**src/rtl/xcvr_pkg.sv**
```systemverilog
package xcvr_pkg;

  // role of a storage cell in one cycle
  typedef enum logic [1:0] {
    CELL_HOLD = 2'd0,
    CELL_PASS = 2'd1,
    CELL_LOAD = 2'd2
  } cell_mode_e;

  // latch enable dominates; an accepted edge only matters when opaque
  function automatic cell_mode_e pick_mode(input logic le, input logic load);
    if (le)        return CELL_PASS;
    else if (load) return CELL_LOAD;
    else           return CELL_HOLD;
  endfunction

  // rising edge seen between two consecutive samples
  function automatic logic rose_between(input logic prev, input logic cur);
    return cur & ~prev;
  endfunction

endpackage

```
**src/rtl/xcvr_bus_keeper.sv**
```systemverilog
module xcvr_bus_keeper #(
  parameter int W = 18
) (
  input  logic         clk,
  input  logic         rst_n,
  input  logic [W-1:0] pin,
  input  logic [W-1:0] pin_vld,
  output logic [W-1:0] level_o
);

  logic [W-1:0] kept_q;

  // driven bits come from the pin, floating bits from the keeper
  function automatic logic [W-1:0] keep_merge(input logic [W-1:0] p,
                                              input logic [W-1:0] v,
                                              input logic [W-1:0] k);
    return (p & v) | (k & ~v);
  endfunction

  assign level_o = keep_merge(pin, pin_vld, kept_q);

  always_ff @(posedge clk or negedge rst_n) begin
    if (!rst_n) kept_q <= '0;
    else        kept_q <= level_o;
  end

endmodule

```
**src/rtl/xcvr_store_cell.sv**
```systemverilog
module xcvr_store_cell
  import xcvr_pkg::*;
#(
  parameter int W = 18
) (
  input  logic         clk,
  input  logic         rst_n,
  input  logic [W-1:0] d,
  input  logic         le,
  input  logic         ce_n,
  input  logic         dclk,
  output logic [W-1:0] q_o,
  output logic         load_o
);

  logic         dclk_q;
  logic [W-1:0] store_q;
  logic         edge_seen;
  cell_mode_e   mode;

  assign edge_seen = rose_between(dclk_q, dclk);
  assign load_o    = ~le & edge_seen & ~ce_n;
  assign mode      = pick_mode(le, load_o);

  // transparent path bypasses storage in the same cycle
  assign q_o = le ? d : store_q;

  always_ff @(posedge clk or negedge rst_n) begin
    if (!rst_n) dclk_q <= 1'b0;
    else        dclk_q <= dclk;
  end

  always_ff @(posedge clk or negedge rst_n) begin
    if (!rst_n) begin
      store_q <= '0;
    end else begin
      case (mode)
        CELL_PASS: store_q <= d;
        CELL_LOAD: store_q <= d;
        default:   store_q <= store_q;
      endcase
    end
  end

endmodule

```
**src/rtl/xcvr_lane.sv**
```systemverilog
module xcvr_lane #(
  parameter int W = 18
) (
  input  logic         clk,
  input  logic         rst_n,
  input  logic [W-1:0] din,
  input  logic [W-1:0] din_vld,
  input  logic         oe_n,
  input  logic         le,
  input  logic         ce_n,
  input  logic         dclk,
  output logic [W-1:0] dout,
  output logic         dout_en,
  output logic [W-1:0] eff_o,
  output logic         load_o
);

  logic [W-1:0] level;
  logic [W-1:0] cell_q;

  xcvr_bus_keeper #(.W(W)) u_keep (
    .clk     (clk),
    .rst_n   (rst_n),
    .pin     (din),
    .pin_vld (din_vld),
    .level_o (level)
  );

  xcvr_store_cell #(.W(W)) u_cell (
    .clk    (clk),
    .rst_n  (rst_n),
    .d      (level),
    .le     (le),
    .ce_n   (ce_n),
    .dclk   (dclk),
    .q_o    (cell_q),
    .load_o (load_o)
  );

  // three-state driver: data always present, enable gates the bus
  assign dout    = cell_q;
  assign dout_en = rst_n & ~oe_n;
  assign eff_o   = level;

endmodule

```
**src/rtl/bidir_reg_xcvr.sv**
```systemverilog
module bidir_reg_xcvr #(
  parameter int W = 18
) (
  input  logic         clk,
  input  logic         rst_n,
  input  logic [W-1:0] a_in,
  input  logic [W-1:0] a_in_vld,
  input  logic [W-1:0] b_in,
  input  logic [W-1:0] b_in_vld,
  input  logic         ab_oe_n,
  input  logic         ab_le,
  input  logic         ab_ce_n,
  input  logic         ab_dclk,
  input  logic         ba_oe_n,
  input  logic         ba_le,
  input  logic         ba_ce_n,
  input  logic         ba_dclk,
  output logic [W-1:0] b_out,
  output logic         b_out_en,
  output logic [W-1:0] a_out,
  output logic         a_out_en,
  output logic         conflict_o
);

  // internal events brought out for the checker
  logic [W-1:0] ab_eff;
  logic [W-1:0] ba_eff;
  logic         ab_load;
  logic         ba_load;

  xcvr_lane #(.W(W)) u_ab (
    .clk     (clk),
    .rst_n   (rst_n),
    .din     (a_in),
    .din_vld (a_in_vld),
    .oe_n    (ab_oe_n),
    .le      (ab_le),
    .ce_n    (ab_ce_n),
    .dclk    (ab_dclk),
    .dout    (b_out),
    .dout_en (b_out_en),
    .eff_o   (ab_eff),
    .load_o  (ab_load)
  );

  xcvr_lane #(.W(W)) u_ba (
    .clk     (clk),
    .rst_n   (rst_n),
    .din     (b_in),
    .din_vld (b_in_vld),
    .oe_n    (ba_oe_n),
    .le      (ba_le),
    .ce_n    (ba_ce_n),
    .dclk    (ba_dclk),
    .dout    (a_out),
    .dout_en (a_out_en),
    .eff_o   (ba_eff),
    .load_o  (ba_load)
  );

  assign conflict_o = a_out_en & b_out_en;

endmodule

```
**config.mk**
```make
export PLATFORM = sky130hd
export DESIGN_NAME = bidir_reg_xcvr
export DESIGN_NICKNAME = d
export VERILOG_FILES = /design/src/rtl/xcvr_pkg.sv /design/src/rtl/xcvr_bus_keeper.sv /design/src/rtl/xcvr_store_cell.sv /design/src/rtl/xcvr_lane.sv /design/src/rtl/bidir_reg_xcvr.sv
export SDC_FILE = /design/constraint.sdc
export NUM_CORES = 1
export LEC_CHECK = 0
export ABC_CLOCK_PERIOD_IN_PS = 1800
export BUFFER_PORTS_ARGS = -buffer_cell sky130_fd_sc_hd__buf_2
export CAP_MARGIN = 30
export CORE_MARGIN = 5
export CORE_UTILIZATION = 40
export DETAILED_ROUTE_END_ITERATION = 10
export PLACE_DENSITY = 0.69
export SYNTH_ARGS = -nofsm -noshare
export SYNTH_HDL_FRONTEND = slang
export SYNTH_SLANG_ARGS = --single-unit
```
**constraint.sdc**
```tcl
create_clock -name clk -period 1.8 [get_ports clk]
set_input_delay 0.18 -clock clk [delete_from_list [all_inputs] [get_ports clk]]
set_output_delay 0.18 -clock clk [all_outputs]
set_load 0.005 [all_outputs]
```
==> reports/summary.log <==
qor: timing.timing.final.hold_violations 0
qor: clock_network.post-cts-setup-buffer-count 0
qor: placed_design.placedInstanceArea 4019 um2
qor: power.power.ir.vdd_worst 0.5130 mV
qor: synth.postSynthNetCount 277
qor: worst_setup_path.critical_path_required_time 1620 ps
qor: route.drt_wl_total 6415 um
qor: die.core-area 8134 um2
qor: placed_design.hpwlAfterDp 4622 um
qor: route.first_pass_iters 3
qor: clock_network.clkSinkCount 74
qor: cells_and_area.sequential_cell_area 1852 um2
qor: grt.grt_max_degree 73
qor: timing.report.final.setup_viol 0
qor: worst_setup_path.timing.reg2reg.worst_path_depth 4
qor: synth.ys_seq_area_frac 0.5621
qor: route.ant_nets 0
qor: grt.antenna_found_initial 0
qor: die.row_count 33
qor: power.combinationalPowerShare 0.190
qor: placed_design.final_estimated_routing_congestion_in_global_placement 0.6882
qor: clock_network.clkSlewWorstSetupHoldPaths 80 ps
qor: route.vias_per_cell 4.731
qor: hold_path.timing.hold.worst_path_depth 2
qor: cells_and_area.mostFrequentLayoutCell sky130_fd_sc_hd__buf_2
qor: timing.timing_limited_maximum_frequency 630.6 MHz
qor: route.vias 2072
qor: timing.least_setup_slack_across_all_paths_after_layout 214.1 ps
qor: timing.worst_slew_margin_rel 0.6733
qor: die.die_boundary_height 100.8 um
qor: placed_design.placement.io_buffers 120
qor: die.initial_cell_density_of_the_core 0.4050
qor: cells_and_area.final_net_count 410
qor: worst_setup_path.crit_fanout 3
qor: synth.netlist_area_before_placement 3294 um2
qor: die.dieArea 10150 um2
qor: timing.timing_max_transition_violations_final 0
qor: synth.synthesized_flop_and_latch_total 74
qor: clock_network.post_cts_resized 0
qor: grt.number_of_global_route_vias_before_repair 2291
qor: synth.netlist_top_cells_area sky130_fd_sc_hd__dfrtp_1 (56%), sky130_fd_sc_hd__mux2_2 (30%), sky130_fd_sc_hd__mux2_4 (9.1%)
qor: placed_design.dpl_worst_slack 376.0 ps
qor: power.switching_fraction 0.2340
qor: timing.worst_pin_slew 490.1 ps
qor: power.leakagePower 2.031 nW
qor: die.floorplan.io_pins 121
qor: clock_network.cts_root_buf sky130_fd_sc_hd__clkbuf_8
qor: synth.synthesis.area_per_instance 16.89 um2
qor: power.clock_power_share 0.339
qor: synth.yosys_warnings 0
qor: worst_setup_path.crit_path_end_kind primary output
qor: power.cellInternalPower 0.003175 W
qor: route.drt_iter0_drc 19
qor: cells_and_area.most-common-layout-cells sky130_fd_sc_hd__buf_2 (119), sky130_fd_sc_hd__mux2_2 (88), sky130_fd_sc_hd__dfrtp_1 (74)
qor: clock_network.cts_buffers 9
qor: worst_setup_path.startpoint u_ab.u_keep.kept_q[6]
qor: cells_and_area.fillerInstances 701
qor: outcome.outcome finished clean
qor: worst_setup_path.timing.setup.critical_path_class flop to primary output
qor: timing.grt_setup_unrepaired false
qor: route.drt_drc_violations_left 0
qor: power.power_frac_seq 0.471
qor: synth.synth.top_cell.area_share 0.5621
qor: synth.yosysTopAreaCell sky130_fd_sc_hd__dfrtp_1
qor: power.power.net_switching 0.0009701 W
qor: worst_setup_path.reg2reg_from u_ab.u_cell.dclk_q
qor: timing.fin_tns_setup 0 ps
qor: cells_and_area.antenna_cells_inserted 0
qor: die.die_w 100.8 um
qor: grt.globalRouteOverflowTotal 0
qor: hold_path.hold_path.class primary input to flop
qor: power.pwrdens 971.3 nW/um2
qor: cells_and_area.fin_area 4268 um2
qor: synth.netlist-cell-type-count 9
qor: cells_and_area.areaGrowthSynthToFinish 29.55%
qor: timing.fin_skew 6.376 ps
qor: worst_setup_path.start_kind flop
qor: cells_and_area.fraction_of_final_layout_cells_sized_beyond_drive_strength_1 0.7568
qor: clock_network.worstSkewPairLatency 340 ps
qor: timing.period_minus_slack 1586 ps
qor: route.wl_per_cell 14.65 um
qor: clock_network.tritoncts done
qor: cells_and_area.multi_input_area 1370 um2
qor: grt.global_route.usage.total 0.1362
qor: job.maxCapViolations 0
qor: timing.min_period_over_period 0.8810
qor: hold_path.startpoint_of_the_worst_hold_path b_in[1]
qor: synth.netlist_instances 195
qor: clock_network.htree_num_levels 3
qor: worst_setup_path.arrival 1410 ps
qor: clock_network.ctsLongestPathBuffers 2
qor: grt.global_route_wire_length_before_repair 10770 um
==> cell type report <==
type,instances,share of cell area
clock inverters,5,0.01818
multi-input cells,115,0.3210
flip-flops and latches,74,0.4339
repair buffers,128,0.1630
well taps,105,0.03078
clock buffers,11,0.03313
==> synth_stat cells (all sizes together) <==
master,n
buf,6
nor3b,2
mux2,108
nor2,2
dfrtp,74
nor2b,3
==> per-stage QoR <==
step | instances | util | total power (W) | hold WS, ps
6_report | 438 | 0.5247 | 0.004145 | 100.7
5_1_grt | 438 | 0.5247 | 0.004388 | 76.90
4_1_cts | 438 | 0.5247 | 0.004213 | 86.27
3_5_place_dp | 419 | 0.4941 | 0.002781 | -2.649
3_3_place_gp | 419 | 0.4941 | 0.002762 | -0.4928
2_1_floorplan | 195 | - | 0.002446 | -115.6
==> worst paths after layout <==
| kind | to | slack, ps |
|---|---|---|
| hold / removal | u_ba.u_keep.kept_q[1] | 100 |
| setup reg to reg | u_ab.u_cell.store_q[14] | 480 |
| max in group asynchronous | u_ab.u_keep.kept_q[16] | 1000 |
| setup / recovery | b_out[6] | 210 |
| min in group asynchronous | u_ab.u_keep.kept_q[9] | 220 |
| hold reg to reg | u_ba.u_cell.store_q[6] | 510 |
==> flip-flops by register name, summed over array words and instances (netlist names) <==
| signal | count |
|---|---|
| u_ba.u_cell.dclk_q | 1 |
| u_ab.u_keep.kept_q | 18 |
| u_ab.u_cell.store_q | 18 |
| u_ab.u_cell.dclk_q | 1 |
| u_ba.u_keep.kept_q | 18 |
| u_ba.u_cell.store_q | 18 |
==> critical path: stages, from the launching register on <==
cell,delay (ps)
sky130_fd_sc_hd__dfrtp_1,370
sky130_fd_sc_hd__mux2_2,300
sky130_fd_sc_hd__mux2_2,280
sky130_fd_sc_hd__buf_2,130
==> per-layer routing <==
metal	up-vias	wire length, um	part of all wire	GRT usage
li1	966	-	-	-
met1	1018	2689	0.42	0.1745
met2	78	3015	0.47	0.2076
met3	10	589	0.092	0.04498
met4	0	122	0.019	0.06528
met5	-	0	0	0
==> logic make-up (layout without fill, tap and decap cells) <==
kind of cell           after synthesis  after routing  synth area share
flip-flops                          74             74            0.5621
AND/OR/NAND/NOR                      7              7           0.02393
multiplexers                       108            108            0.3919
buffers and inverters                6            144           0.02203
==> what timing repair did <==
action	CTS	global route
endpoints found under the hold margin	76	0
hold buffers	3	0
endpoints found under the setup margin	0	0
==> power groups by stage <==
stage	combinational [W]	sequential, W	clock [W]
after global placement	0.000787	0.00198	0
after detailed placement	0.000797	0.00198	0
after global routing	0.000872	0.00198	0.00154
final	0.000787	0.00195	0.00140
after floorplan	0.000490	0.00196	0
after CTS	0.000810	0.00195	0.00145
No activity file was read; power rests on OpenSTA's default activity.
